**src/rtl/relay_link_pkg.sv**
```systemverilog
package relay_link_pkg;
  typedef enum logic [1:0] {
    RX_IDLE  = 2'd0,
    RX_START = 2'd1,
    RX_DATA  = 2'd2,
    RX_STOP  = 2'd3
  } rx_state_e;

  localparam int unsigned OVS_DEF = 16;
endpackage

```
**src/rtl/serial_os_rx.sv**
```systemverilog
module serial_os_rx
  import relay_link_pkg::*;
#(
  parameter int unsigned CLK_HZ = 50_000_000,
  parameter int unsigned BAUD   = 1200,
  parameter int unsigned OVS    = OVS_DEF,
  parameter int unsigned DW     = 8
) (
  input  logic          clk_i,
  input  logic          rst_ni,
  input  logic          rx_i,
  output logic          vld_o,
  output logic [DW-1:0] data_o
);
  localparam int unsigned DIV   = CLK_HZ / (BAUD * OVS);
  localparam int unsigned DIV_W = (DIV > 1) ? $clog2(DIV) : 1;
  localparam int unsigned OS_W  = $clog2(OVS);
  localparam int unsigned BIT_W = $clog2(DW);
  localparam int unsigned HALF  = OVS / 2;

  logic [1:0]       sync_q;
  logic             rx_s;
  rx_state_e        state_q;
  logic [DIV_W-1:0] div_q;
  logic [OS_W-1:0]  os_q;
  logic [BIT_W-1:0] bit_q;
  logic [DW-1:0]    shift_q;
  logic             tick;

  assign rx_s = sync_q[1];
  assign tick = (div_q == DIV_W'(DIV - 1));

  always_ff @(posedge clk_i or negedge rst_ni) begin
    if (!rst_ni) begin
      sync_q  <= 2'b11;
      state_q <= RX_IDLE;
      div_q   <= '0;
      os_q    <= '0;
      bit_q   <= '0;
      shift_q <= '0;
      data_o  <= '0;
      vld_o   <= 1'b0;
    end else begin
      sync_q <= {sync_q[0], rx_i};
      vld_o  <= 1'b0;
      if (state_q == RX_IDLE) begin
        div_q <= '0;
        os_q  <= '0;
        if (!rx_s) state_q <= RX_START;
      end else begin
        div_q <= tick ? '0 : div_q + 1'b1;
        if (tick) os_q <= os_q + 1'b1;
        unique case (state_q)
          RX_START: if (tick && os_q == OS_W'(HALF - 1)) begin
            if (rx_s) state_q <= RX_IDLE;   // glitch, not a start bit
            else begin
              state_q <= RX_DATA;
              os_q    <= '0;
              bit_q   <= '0;
            end
          end
          RX_DATA: if (tick && os_q == OS_W'(OVS - 1)) begin
            shift_q <= {rx_s, shift_q[DW-1:1]};
            os_q    <= '0;
            if (bit_q == BIT_W'(DW - 1)) state_q <= RX_STOP;
            else bit_q <= bit_q + 1'b1;
          end
          RX_STOP: if (tick && os_q == OS_W'(OVS - 1)) begin
            if (rx_s) begin
              vld_o  <= 1'b1;
              data_o <= shift_q;
            end
            state_q <= RX_IDLE;
          end
          default: state_q <= RX_IDLE;
        endcase
      end
    end
  end

  // one byte, one single-cycle strobe
  a_r4_strobe_single: assert property (@(posedge clk_i) disable iff (!rst_ni)
    vld_o |=> !vld_o);

  // a low stop sample yields no strobe
  a_r3_bad_stop_dropped: assert property (@(posedge clk_i) disable iff (!rst_ni)
    (state_q == RX_STOP && tick && os_q == OS_W'(OVS - 1) && !rx_s) |=> !vld_o);
endmodule

```
**src/rtl/local_switch_scan.sv**
```systemverilog
module local_switch_scan #(
  parameter int unsigned N        = 4,
  parameter int unsigned LOCK_CYC = 25_000_000
) (
  input  logic         clk_i,
  input  logic         rst_ni,
  input  logic [N-1:0] sw_ni,
  input  logic         hold_i,
  output logic [N-1:0] tog_o
);
  localparam int unsigned LCK_W = $clog2(LOCK_CYC + 1);

  logic [N-1:0]     sw_m_q, sw_s_q;
  logic [N-1:0]     closed, lowest;
  logic [LCK_W-1:0] lock_q;

  assign closed = ~sw_s_q;
  assign lowest = closed & (~closed + {{(N-1){1'b0}}, 1'b1});
  assign tog_o  = (lock_q == '0 && !hold_i) ? lowest : '0;

  always_ff @(posedge clk_i or negedge rst_ni) begin
    if (!rst_ni) begin
      sw_m_q <= '1;
      sw_s_q <= '1;
      lock_q <= '0;
    end else begin
      sw_m_q <= sw_ni;
      sw_s_q <= sw_m_q;
      if (|tog_o)            lock_q <= LCK_W'(LOCK_CYC - 1);
      else if (lock_q != '0) lock_q <= lock_q - 1'b1;
    end
  end

  // at most one relay served per pass
  a_r10_single_switch: assert property (@(posedge clk_i) disable iff (!rst_ni)
    $onehot0(tog_o));

  // an inversion opens a quiet window
  a_r9_lockout_follows: assert property (@(posedge clk_i) disable iff (!rst_ni)
    (|tog_o) |=> (tog_o == '0));
endmodule

```
**src/rtl/relay_link_ctrl.sv**
```systemverilog
module relay_link_ctrl #(
  parameter int unsigned CLK_HZ   = 50_000_000,
  parameter int unsigned BAUD     = 1200,
  parameter int unsigned LOCK_DIV = 2,
  parameter int unsigned N_RELAY  = 4
) (
  input  logic               clk_i,
  input  logic               rst_ni,
  input  logic               rx_i,
  input  logic [N_RELAY-1:0] sw_ni,
  output logic [N_RELAY-1:0] relay_o,
  output logic               strobe_o
);
  localparam int unsigned LOCK_CYC = CLK_HZ / LOCK_DIV;

  logic               rx_vld;
  logic [7:0]         rx_data;
  logic [N_RELAY-1:0] tog, set_m, clr_m, relay_q;

  serial_os_rx #(.CLK_HZ(CLK_HZ), .BAUD(BAUD), .OVS(relay_link_pkg::OVS_DEF), .DW(8)) u_rx (
    .clk_i (clk_i),
    .rst_ni(rst_ni),
    .rx_i  (rx_i),
    .vld_o (rx_vld),
    .data_o(rx_data)
  );

  local_switch_scan #(.N(N_RELAY), .LOCK_CYC(LOCK_CYC)) u_scan (
    .clk_i (clk_i),
    .rst_ni(rst_ni),
    .sw_ni (sw_ni),
    .hold_i(rx_vld),
    .tog_o (tog)
  );

  for (genvar g = 0; g < N_RELAY; g++) begin : g_dec
    assign set_m[g] = (rx_data == 8'(g + 1));
    assign clr_m[g] = (rx_data == 8'(g + 1 + N_RELAY));
  end

  always_ff @(posedge clk_i or negedge rst_ni) begin
    if (!rst_ni)     relay_q <= '0;
    else if (rx_vld) relay_q <= (relay_q | set_m) & ~clr_m;
    else             relay_q <= relay_q ^ tog;
  end

  assign relay_o  = relay_q;
  assign strobe_o = rx_vld;

  // a received byte shuts out the switch path that cycle
  a_r11_rx_first: assert property (@(posedge clk_i) disable iff (!rst_ni)
    rx_vld |-> (tog == '0));

  // on-codes land
  a_r5_set_lands: assert property (@(posedge clk_i) disable iff (!rst_ni)
    rx_vld |=> ((relay_q & $past(set_m)) == $past(set_m)));

  // off-codes land
  a_r6_clear_lands: assert property (@(posedge clk_i) disable iff (!rst_ni)
    rx_vld |=> ((relay_q & $past(clr_m)) == '0));

  // unmapped codes leave relays alone
  a_r7_unmapped_idle: assert property (@(posedge clk_i) disable iff (!rst_ni)
    (rx_vld && set_m == '0 && clr_m == '0) |=> (relay_q == $past(relay_q)));
endmodule

```
**config.mk**
```make
export PLATFORM = sky130hd
export DESIGN_NAME = relay_link_ctrl
export DESIGN_NICKNAME = d
export VERILOG_FILES = /design/src/rtl/relay_link_pkg.sv /design/src/rtl/serial_os_rx.sv /design/src/rtl/local_switch_scan.sv /design/src/rtl/relay_link_ctrl.sv
export SDC_FILE = /design/constraint.sdc
export NUM_CORES = 1
export LEC_CHECK = 0
export ABC_AREA = 1
export BUFFER_PORTS_ARGS = -buffer_cell sky130_fd_sc_hd__buf_4
export CAP_MARGIN = 20
export CORE_AREA = 2 2 98 72
export DETAILED_ROUTE_END_ITERATION = 16
export DIE_AREA = 0 0 100 74
export GPL_ROUTABILITY_DRIVEN = 0
export PLACE_DENSITY = 0.86
export SYNTH_ARGS = -nofsm -noshare
export SYNTH_HDL_FRONTEND = slang
export SYNTH_SLANG_ARGS = --single-unit
export TNS_END_PERCENT = 10
```
**constraint.sdc**
```tcl
create_clock -name clk_i -period 5.4 [get_ports clk_i]
set_clock_uncertainty 0.1 [all_clocks]
set_input_delay 0.27 -clock clk_i [delete_from_list [all_inputs] [get_ports clk_i]]
set_output_delay 0.27 -clock clk_i [all_outputs]
set_load 0.02 [all_outputs]
```
### After elaboration in Yosys (flattened, before gate mapping)

Index checks and enable logic that the tools add are counted.

* bitwise operators: 8
* muxes and demuxes: 29
* eq/ne operators: 24
* add/sub/neg operators: 5
* reductions and logical operators: 14

Operators by type and width (count)
* $mux 25: 2
* $eq 8x3->1 const B: 4
* $mux 4: 7
* $logic_not 25->1: 1
* $reduce_bool 25->1: 1
* $sub 25x1->25 const B: 1
* $mux 12: 2
* $eq 8x2->1 const B: 2
* $mux 2: 7
* $add 12x1->12 const B: 1
* $eq 12x12->1 const B: 1
* $mux 3: 4
* $ne 3x1->1 const B: 4
* $not 4->4: 3
* $add 4x1->4 const B: 2
* $and 4x4->4: 2
* $eq 8x1->1 const B: 1
* $eq 8x4->1 const B: 1
* $pmux 4 s2: 1
* $ne 2x2->1 const B: 3
* $pmux 2 s3: 1
* $pmux 3 s2: 1
* $reduce_and 6->1: 1
* $reduce_and 5->1: 1
* 18 further kinds: 26

* output and inout bits: 5
* logic and storage cells: 92
* input port bits: 7
* bits in registers: 77

### Depth between registers and ports, before layout

Gate-level depths: netlist of run 1.

* depth in word-level cells: 7
* gate-level depth with buffers: 12
* mapped depth without buffers: 12

### Hierarchy

Synthesis of run 1 repeated with hierarchy kept, for this count alone.

* cell total of the unflattened synthesis: 534
* area total of the unflattened synthesis: 4295.4 um^2

Modules (own cells, without submodules)
* serial_os_rx: times used 1, cells an instance 232, area each 2024.4 um^2, sequential area each 1003.5 um^2
* local_switch_scan: times used 1, cells an instance 237, area each 1918.1 um^2, sequential area each 835.8 um^2
* relay_link_ctrl: times used 1, cells an instance 65, area each 352.8 um^2, sequential area each 100.1 um^2

### Worst setup path after synthesis of run 1

OpenSTA, ideal clock, no wires.

* kind: flip-flop to flip-flop
* start point: register u_scan.lock_q[0]
* end point: register u_scan.lock_q[18]
* slack: 3.666 ns
* data required time: 5.175 ns
* setup time: 0.125 ns
* stages on the path, launching flop included: 10
* arrival: 1.509 ns
* buffers on the path: 0
* path through: dfrtp_1 -> inv_1 -> ha_1 -> nand2_1 -> nor2_4 -> nand3_1 -> nor2_2 -> nand3_1 -> nand2_1 -> nand3_1

* longest elaborated chain between the ends: 5
* elaborated cells between the ends (all ways): 9
* classes of those cells: add/sub (1); mux (3); reduce/logical (5)

Ends and longest elaborated chain
* start: declaration: RTL line local_switch_scan.sv:15 `logic [LCK_W-1:0] lock_q;`
* start signal: assignment: RTL line local_switch_scan.sv:29 `if (|tog_o) lock_q <= LCK_W'(LOCK_CYC - 1);`
* start signal: assignment: RTL line local_switch_scan.sv:30 `else if (lock_q != '0) lock_q <= lock_q - 1'b1;`
* branches (longest 5 deep; another with $sub 25x1->25)

Several ways; the timed one is not identified. The select of a mux whose other input is x is not followed.
A chain may end at the register's enable or synchronous reset.

### Worst setup path in the final report of run 1

Ends and elaborated chain as after synthesis.

==> results.md, run 1 <==
* CTS root buffer: clkbuf_8
* Crit Path Category: reg -> reg
* Layout Cells excl Fill at 615
* Top FF cell, synth: dfrtp_1
* Yosys reg bits at 77
* Max Slew Vio Count at 0
* DP Worst Slack at 3320 ps
* Cells after Synth at 506
* Sink Count at 77
* Inst Count DP at 593
* Vias at 3374
* Starting DRT DRC Count at 283
* Cts repair resizes at 0
* Total CTS buffers at 9
* Share of cells above drive strength 1 at 10.7%
* Total die area at 7400 um^2
* Sw power at 0.239 mW
* Final ANT Viol Nets at 0
* Worst Min Path Start: u_scan.sw_m_q[2]
* Commonest cells after routing, fill and taps aside: 121 x nand2_1, 71 x nor2_1, 67 x dfrtp_1
* PortBufs at 11
* Worst reg2reg endpoint: u_scan.lock_q[18]
* Largest area contributor in the netlist: dfrtp_1
* Sequential area share after synthesis at 47.7%
* Combinational Power Share at 2.0%
* Fmax at 0.475 GHz
* Crit path time final at 2110 ps
* WL final at 8220 um
* Final Cell Area at 4490 um^2
* Post-DP Area at 4210 um^2
* Ports at 12
* Crit-path max FO at 7
* Path category of the worst min-delay check: reg -> reg
* Number of global-route vias before repair at 3378
* Yosys warning count at 0
* Worst-skew pair later-pin latency at 360 ps
* Clock power frac at 44.5%
* Crit path capture type: flop
* Status: complete, no violations
* Unrepaired setup endpoints after global routing: false
* Number of synthesized flops with an enable pin at 0
* HPWL after DPL at 5810 um
* Syn_nets at 525
* CORE AREA at 6510 um^2
* Initial Util at 62.4%
* H-tree lvl count at 3
* Asr flop ratio synth at 100%
* Critical Path RT at 5480 ps
* DIE WIDTH at 100 um
* Proportion of netlist area held by the largest area contributor at 41.3%
* Lkg Pwr at 2.24 nW
* Period Utilization, post-route at 39.0%
* WL/cell at 13.4 um
* Worst R2R Start: u_scan.lock_q[0]
* Largest cells by area after synthesis: dfrtp_1 41%, nand2_1 11%, nor2_1 6.6%
* Maximum number of pins on one net before global-route repair at 78
* Vias per Instance at 5.49
* NumNets Final at 548
* R2r setup slk at 3290 ps
* Worst hold endpoint: u_scan.sw_s_q[2]
* Setup violators final at 0
* Relative slew slack at 35.2%
* Max-cap viol count at 0
* GRT Overall Usage at 25.0%
* Initial antenna violation count at 0
* TNS Setup at 0 ps
* Die Y-Extent at 74 um
* CP startpoint kind: flop
* Maximum vdd drop at 0.193 mV
* GRT overflow at 0
* Internal at 0.854 mW
* Worst R2R Path Depth at 9
* Slew @ Worst Pin at 968 ps
* Final WS setup at 3290 ps
* Final Hold Viols at 0
* Row cnt at 25
* Worst hold path cell count at 0
* CTS tree: done
* Diodes inserted at 0
* Most common cell after layout, fill and taps aside: nand2_1
* CTS clock-pin slew for the worst setup and hold paths at 80 ps
* Final hold slack at 259 ps
* Synthesized area at 4060 um^2
* Switching share of total power at 21.8%
* Syn Area/Cell at 8.03 um^2
* Drt first pass iters at 5
* Reg power frac at 53.5%
* DRC Markers at 0
* Global-route wire length before repair at 14500 um
* CTS Buffer Depth at 2
* Layout area overhead at 10.6%
* Fill cells at 495
* Crit path DAT at 2190 ps
* Power density over the cells at 243 nW/um^2
* Synth cell types at 35
==> worst max path at each step <==
stage / from / to / depth (start not counted)
after floorplan: u_scan.lock_q[0] / u_scan.lock_q[18] / 9
after global placement: u_scan.sw_s_q[0] / u_scan.lock_q[22] / 3
after detailed placement: u_scan.lock_q[0] / u_scan.lock_q[1] / 9
after CTS: u_scan.lock_q[0] / u_scan.lock_q[18] / 9
after global routing: u_scan.lock_q[0] / u_scan.lock_q[18] / 9
final: u_scan.lock_q[0] / u_scan.lock_q[18] / 9
==> power groups by stage <==
stage | combinational [mW] | sequential [mW] | clock [mW]
global route | 0.0251 | 0.586 | 0.513
CTS | 0.0223 | 0.585 | 0.498
detailed placement | 0.0190 | 0.596 | 0
floorplan | 0.00352 | 0.596 | 0
global placement | 0.0183 | 0.596 | 0
finish | 0.0214 | 0.585 | 0.486
==> cell families (layout without fill, tap and decap cells) <==
family / count (synthesis) / in the layout / synth area share [%]
xor gates and xnor gates: 13 / 13 / 2.80
adders and majority gates: 12 / 12 / 3.70
DFF: 77 / 77 / 47.7
AOI/OAI and AO/OA: 47 / 47 / 6.71
buffers and inverters: 70 / 98 / 6.93
and+or+nand+nor: 287 / 287 / 32.1
==> area by class of cell <==
type	count	area (um^2)	area share (%)
Sequential cell	77	1940	43.2
Tap cell	81	101	2.26
Clock buffer	10	128	2.84
Clock inverter	6	93.8	2.09
Timing Repair Buffer	17	143	3.18
Multi-Input combinational cell	359	1840	41.0
Inverter	65	245	5.46
==> synth_stat cells (3+ instances only) <==
cell      instances
nand4_1          12
o21ai_0          28
dfrtp_1          67
nand3b_1          4
nor2_2            4
a211oi_1          3
nand2_2           3
nand2_1         121
inv_1            64
nor2_1           71
nor3_1            9
or2_2             3
ha_1             12
nor2_4            3
xnor2_1           4
xor2_1            9
nand3_1          46
a21oi_1           9
dfstp_2          10
==> worst max-delay path, stage by stage (launching register included) <==
cell and delay (ps):
dfrtp_1 390, inv_1 130, ha_1 310, nand2_1 150
nor2_4 190, nand3_1 100, nor2_2 270, nand3_1 130
nand2_1 80, nand3_1 70
==> per-layer routing <==
layer  track usage [%]  vias to the layer above  routed length [um]
met3              6.11                       12                 467
li1                  -                     1673                   -
met1              32.7                     1600                3830
met2              41.6                       89                3830
met5                 0                        -                   0
met4              9.13                        0                  99
==> stage by stage <==
step	power (mW)	utilization [%]
after floorplan	0.599	-
final	1.09	69.0
after CTS	1.11	69.0
after global routing	1.12	69.0
after detailed placement	0.615	64.7
after global placement	0.614	64.7
==> flip-flops by register name (all words and copies together), names as in the netlist <==
| register | count |
|---|---|
| relay_o | 4 |
| u_rx.bit_q | 3 |
| u_rx.data_o | 8 |
| u_rx.div_q | 12 |
| u_rx.os_q | 4 |
| u_rx.shift_q | 8 |
| u_rx.state_q | 2 |
| u_rx.sync_q | 2 |
| u_rx.vld_o | 1 |
| u_scan.lock_q | 25 |
| u_scan.sw_m_q | 4 |
| u_scan.sw_s_q | 4 |
==> what timing repair did <==
action                    4_1_cts  5_1_grt
setup buffers                   0        0
hold endpoints to repair       72        0
hold buffers                    6        0
(Power assumes the default switching activity.)
==> run 2: changes to the inputs <==
--- a/config.mk
+++ b/config.mk
@@ -5,14 +5,14 @@
 export SDC_FILE = /design/constraint.sdc
 export NUM_CORES = 1
 export LEC_CHECK = 0
-export ABC_AREA = 1
+export ABC_AREA = 0
 export BUFFER_PORTS_ARGS = -buffer_cell sky130_fd_sc_hd__buf_4
 export CAP_MARGIN = 20
-export CORE_AREA = 2 2 98 72
+export CORE_AREA = 2 2 102 74
 export DETAILED_ROUTE_END_ITERATION = 16
-export DIE_AREA = 0 0 100 74
+export DIE_AREA = 0 0 104 76
 export GPL_ROUTABILITY_DRIVEN = 0
-export PLACE_DENSITY = 0.86
+export PLACE_DENSITY = 0.79
 export SYNTH_ARGS = -nofsm -noshare
 export SYNTH_HDL_FRONTEND = slang
 export SYNTH_SLANG_ARGS = --single-unit
==> constraint.sdc (replaced) <==
create_clock -name clk_i -period 1.7 [get_ports clk_i]
set_clock_uncertainty 0.1 [all_clocks]
set_input_delay 0.085 -clock clk_i [delete_from_list [all_inputs] [get_ports clk_i]]
set_output_delay 0.085 -clock clk_i [all_outputs]
set_load 0.02 [all_outputs]
==> run 2 against run 1 <==
- the run now ends with negative setup slack left
- worst setup slack worse by 3700 ps
- clock-buffer cell count down 1
- clock power rose to 2.8 times the previous value
- hold slack worse by 200 ps
- design area up 12%
- core utilization up 2.4 points
- non-clock buffer count up 80
- global-route usage down 1.6 points
- critical path depth down 3
- synthesized cell count down 33%
==> results.md, run 2 <==
* WL final at 8790 um
* Biggest register: u_scan.lock_q
* Period Utilization, post-route at 126%
* GRT overflow at 0
* Power density over the cells at 654 nW/um^2
* Vias per Instance at 5.67
* Worst setup startpoint: u_rx.div_q[7]
* Asr flop ratio synth at 100%
* CTS Buffer Depth at 2
* CTS tree: done
* Largest cells by area after synthesis: dfrtp_1 44%, dfstp_2 7.0%, mux2_2 5.1%
* Maximum vdd drop at 0.400 mV
* Total die area at 7900 um^2
* DIE WIDTH at 104 um
* Relative slew slack at 69.6%
* CP startpoint kind: flop
* Fill cells at 483
* Synth cell types at 53
* Crit-path max FO at 4
* Sequential Area at 1940 um^2
* CTS clock-pin slew for the worst setup and hold paths at 90 ps
* Final Cell Area at 5020 um^2
* Top flop regs: u_scan.lock_q x25, u_rx.div_q x12
* Row cnt at 26
* Layout area overhead at 33.0%
* Die Y-Extent at 76 um
* Sequential area share after synthesis at 51.4%
* DP Worst Slack at -416 ps
* H-tree lvl count at 3
* Worst-skew pair later-pin latency at 370 ps
* Vias at 3073
* Ports at 12
* Area of the multi-input gates at 1920 um^2
* Count leader, synth: dfrtp_1
* CTS root buffer: clkbuf_8
* Max reg flops at 25
* Max-cap viol count at 0
* Largest area contributor in the netlist: dfrtp_1
* Cells after Synth at 341
* Syn Area/Cell at 11.1 um^2
* Share of cells above drive strength 1 at 39.4%
* Proportion of netlist area held by the largest area contributor at 44.4%
* Initial Util at 53.7%
* Violated checks: negative setup slack
* Slew @ Worst Pin at 450 ps
* Yosys warning count at 0
* Crit Path Category: reg -> reg
* Worst R2R Start: u_rx.div_q[7]
* Starting DRT DRC Count at 173
* Critical Path RT at 1900 ps
* Total CTS buffers at 9
* DRC Markers at 0
* Status: finished with violations
* Max Slew Vio Count at 0
* Setup violators final at 67
* Yosys reg bits at 77
* Most common cell after layout, fill and taps aside: buf_4
* Initial antenna violation count at 0
* Number of global-route vias before repair at 3051
* CORE AREA at 7030 um^2
* HPWL after DPL at 5830 um
* Post-DP Area at 4560 um^2
* Fmax at 0.465 GHz
* Number of synthesized flops with an enable pin at 0
* Top FF cell, synth: dfrtp_1
* Crit path DAT at 2350 ps
* GRT Overall Usage at 23.4%
* Lkg Pwr at 2.27 nW
* List of most frequent post-synthesis cells: 67 x dfrtp_1, 26 x nor2_1, 19 x nand2_1
* Drt first pass iters at 4
* Diodes inserted at 0
* PortBufs at 11
* Synthesized area at 3770 um^2
* Maximum number of pins on one net before global-route repair at 34
* WL/cell at 16.2 um
* Unrepaired setup endpoints after global routing: true
* Syn_nets at 360
* Final ANT Viol Nets at 0
* Global-route wire length before repair at 14800 um
* Crit path capture type: flop
* Final WS setup at -450 ps
* Final Hold Viols at 0
* Sink Count at 77
* Path category of the worst min-delay check: in -> async
* NumNets Final at 458
* Crit path time final at 2150 ps
* Commonest cells after routing, fill and taps aside: 83 x buf_4, 67 x dfrtp_1, 25 x nor2_1
run 2: layout make-up:
class | count | share of cell area (%)
Inverter | 13 | 0.972
Clock buffer | 9 | 2.47
Timing Repair Buffer | 97 | 15.9
Sequential cell | 77 | 38.6
Clock inverter | 7 | 1.30
Tap cell | 98 | 2.44
Multi-Input combinational cell | 241 | 38.2
run 2: kinds of logic after synthesis:
kind of cell               synth area share [%]
adders and majority gates                  3.98
DFF                                        51.4
buffers and inverters                      2.49
and+or+nand+nor                            21.2
xor gates and xnor gates                   6.96
muxes                                      6.66
AOI/OAI and AO/OA                          7.29
run 2: timing repair:
action / CTS / global route
hold buffers: 6 / 0
setup buffers: 3 / 2
hold endpoints to repair: 75 / 0
gates resized for setup: 22 / 16
pin swaps: 14 / 9
endpoints found under the setup margin: 67 / 67
run 2: worst max-delay path: stages (launching register included):
cell and delay (ps):
dfrtp_1 390, or4b_4 600, nor4_4 270, buf_4 180, a221oi_2 80, or3_1 330, a31oi_1 130
run 2: stage by stage:
| stage | hold WS [ps] | utilization [%] | instances | power (mW) | TNS (ps) |
|---|---|---|---|---|---|
| 2_1_floorplan | -311 | - | 341 | 1.90 | -14910 |
| 3_3_place_gp | -98.3 | 64.9 | 515 | 1.96 | -15070 |
| 3_5_place_dp | -83.4 | 64.9 | 515 | 1.96 | -17880 |
| 4_1_cts | 69.0 | 70.2 | 540 | 3.30 | -18020 |
| 5_1_grt | 81.7 | 71.4 | 542 | 3.40 | -22640 |
| 6_report | 54.2 | 71.4 | 542 | 3.28 | -17680 |
run 2: metal layers:
layer | vias up | routed length, um | GRT usage, %
li1 | 1438 | - | -
met1 | 1534 | 3880 | 32.4
met2 | 83 | 4340 | 37.2
met3 | 18 | 396 | 5.99
met4 | 0 | 175 | 5.81
met5 | - | 0 | 0
run 2: where the power goes:
part,switching (mW),total [mW],internal [mW]
sequential,0.00783,1.86,1.85
clock,0.778,1.35,0.568
combinational,0.0458,0.0746,0.0288
total,0.832,3.28,2.45
run 2: final timing paths:
path	to	slack, ps	cells after the start
max	u_rx.state_q[0]	-450	6
min	u_rx.div_q[3]	50	2
max reg2reg	u_rx.state_q[0]	-450	6
min reg2reg	u_scan.sw_s_q[0]	260	0
max in group asynchronous	u_scan.sw_s_q[3]	790	3
min in group clk_i	u_scan.sw_m_q[3]	260	2
==> run 3: changes to the inputs <==
--- a/config.mk
+++ b/config.mk
@@ -8,11 +8,11 @@
 export ABC_AREA = 0
 export BUFFER_PORTS_ARGS = -buffer_cell sky130_fd_sc_hd__buf_4
 export CAP_MARGIN = 20
-export CORE_AREA = 2 2 102 74
+export CORE_AREA = 2 2 95 69
 export DETAILED_ROUTE_END_ITERATION = 16
-export DIE_AREA = 0 0 104 76
+export DIE_AREA = 0 0 97 71
 export GPL_ROUTABILITY_DRIVEN = 0
-export PLACE_DENSITY = 0.79
+export PLACE_DENSITY = 0.86
 export SYNTH_ARGS = -nofsm -noshare
 export SYNTH_HDL_FRONTEND = slang
 export SYNTH_SLANG_ARGS = --single-unit
==> constraint.sdc (replaced) <==
create_clock -name clk_i -period 2.7 [get_ports clk_i]
set_clock_uncertainty 0.1 [all_clocks]
set_input_delay 0.135 -clock clk_i [delete_from_list [all_inputs] [get_ports clk_i]]
set_output_delay 0.135 -clock clk_i [all_outputs]
set_load 0.02 [all_outputs]
==> run 3 against run 2 <==
- largest power group unchanged
- critical endpoint is now u_rx.data_o[7]
- critical path type unchanged
- non-clock buffer count shrank 77
- the run now ends clean
- combinational power shrank 49%
- core utilization shrank 1.6 points
- highest routed layer unchanged
==> results.md, run 3 (synthesis gave the netlist of run 2 again) <==
* Status: complete, no violations
* Initial Util at 62.5%
* Final ANT Viol Nets at 0
* Maximum vdd drop at 0.365 mV
* CTS tree: done
* Final hold slack at 252 ps
* CTS root buffer: clkbuf_8
* Share of cells above drive strength 1 at 19.3%
* NumNets Final at 381
* Fmax at 0.425 GHz
* Layout area overhead at 11.6%
* Vias per Instance at 6.08
* Critical Path RT at 2830 ps
* Crit path DAT at 2490 ps
* WL final at 7160 um
* Setup violators final at 0
* Starting DRT DRC Count at 220
* Crit path time final at 2350 ps
* Crit path capture type: flop
* H-tree lvl count at 3
* WL/cell at 16.1 um
* Unrepaired setup endpoints after global routing: false
* Final WS setup at 347 ps
* Layout Cells excl Fill at 445
* Diodes inserted at 0
* Cts repair resizes at 0
* Biggest register: u_scan.lock_q
* Row cnt at 24
* Top flop regs: u_scan.lock_q x25, u_rx.div_q x12
* Global-route wire length before repair at 12500 um
* Number of global-route vias before repair at 2647
* Vias at 2704
* Max Slew Vio Count at 0
* Worst hold path cell count at 0
* Worst R2R Path Depth at 4
* Max reg flops at 25
* Commonest cells after routing, fill and taps aside: 67 x dfrtp_1, 26 x nor2_1, 19 x nand2_1
* CTS clock-pin slew for the worst setup and hold paths at 80 ps
* Crit Path Category: reg -> reg
* DRC Markers at 0
* DIE WIDTH at 97 um
* Path category of the worst min-delay check: reg -> reg
* Fill cells at 420
* Lkg Pwr at 1.85 nW
* Period Utilization, post-route at 87.2%
* Ports at 12
* DP Worst Slack at 359 ps
* PortBufs at 11
* Total CTS buffers at 9
* Total die area at 6890 um^2
* Slew @ Worst Pin at 927 ps
* TNS Setup at 0 ps
* Drt first pass iters at 4
* Initial antenna violation count at 0
* CORE AREA at 6040 um^2
* HPWL after DPL at 4900 um
* Power density over the cells at 518 nW/um^2
* Worst-skew pair later-pin latency at 350 ps
* CTS Buffer Depth at 2
* Sink Count at 77
* GRT Overall Usage at 22.8%
* Die Y-Extent at 71 um
* Maximum number of pins on one net before global-route repair at 78
* Final Hold Viols at 0
* Tot Pwr at 2.18 mW
* Crit-path max FO at 8
* CP startpoint kind: flop
* Most common cell after layout, fill and taps aside: dfrtp_1
* Max-cap viol count at 0
* GRT overflow at 0
* Relative slew slack at 38.2%
* Inst Count DP at 423
==> run 3: cell types whose count changed in the layout (fill, tap and decap cells not counted), sizes merged <==
cell	change
buf	-77
bufinv	+2
clkinv	+1
inv	-3
==> run 3: critical path, stage by stage, from the launching register on <==
cell	delay, ps
dfrtp_1	420
or4b_4	600
nor4_2	350
nand3_1	370
mux2_2	390
==> run 3: area by class of cell <==
type	instances	area [um^2]	share of cell area, %
Clock buffer	9	124	2.94
Clock inverter	7	97.6	2.32
Inverter	13	48.8	1.16
Multi-Input combinational cell	241	1740	41.3
Sequential cell	77	1940	46.0
Tap cell	78	97.6	2.32
Timing Repair Buffer	20	165	3.92
==> run 3: metrics by stage <==
stage	utilization [%]	cell area (um^2)
2_1_floorplan	-	3770
3_3_place_gp	65.1	3930
3_5_place_dp	65.1	3930
4_1_cts	69.8	4210
5_1_grt	69.8	4210
6_report	69.8	4210
==> run 3: timing repair <==
| action | in CTS | in global routing |
|---|---|---|
| endpoints found under the hold margin | 72 | 0 |
| setup buffers | 0 | 0 |
| hold buffers | 6 | 0 |
==> run 3: worst paths after layout <==
check / from / end / slack, ps
max in group asynchronous: rst_ni / u_scan.lock_q[12] / 1540
max reg2reg: u_rx.div_q[4] / u_rx.data_o[7] / 350
max: u_rx.div_q[4] / u_rx.data_o[7] / 350
min in group asynchronous: rst_ni / u_rx.shift_q[1] / 340
min reg2reg: u_scan.sw_m_q[1] / u_scan.sw_s_q[1] / 250
min: u_scan.sw_m_q[1] / u_scan.sw_s_q[1] / 250
==> run 3: per-layer routing <==
| metal | routed length [um] | track usage (%) | part of all wire, % |
|---|---|---|---|
| met5 | 0 | 0 | 0 |
| met4 | 101 | 8.45 | 1.4 |
| met3 | 290 | 6.13 | 4.0 |
| met2 | 3380 | 36.5 | 47 |
| met1 | 3400 | 30.5 | 47 |
==> run 3: where the power goes <==
part / switching, mW / internal [mW] / total, mW
clock network: 0.446 / 0.527 / 0.973
registers: 0.00545 / 1.17 / 1.17
logic: 0.0254 / 0.0130 / 0.0384
total: 0.477 / 1.71 / 2.18
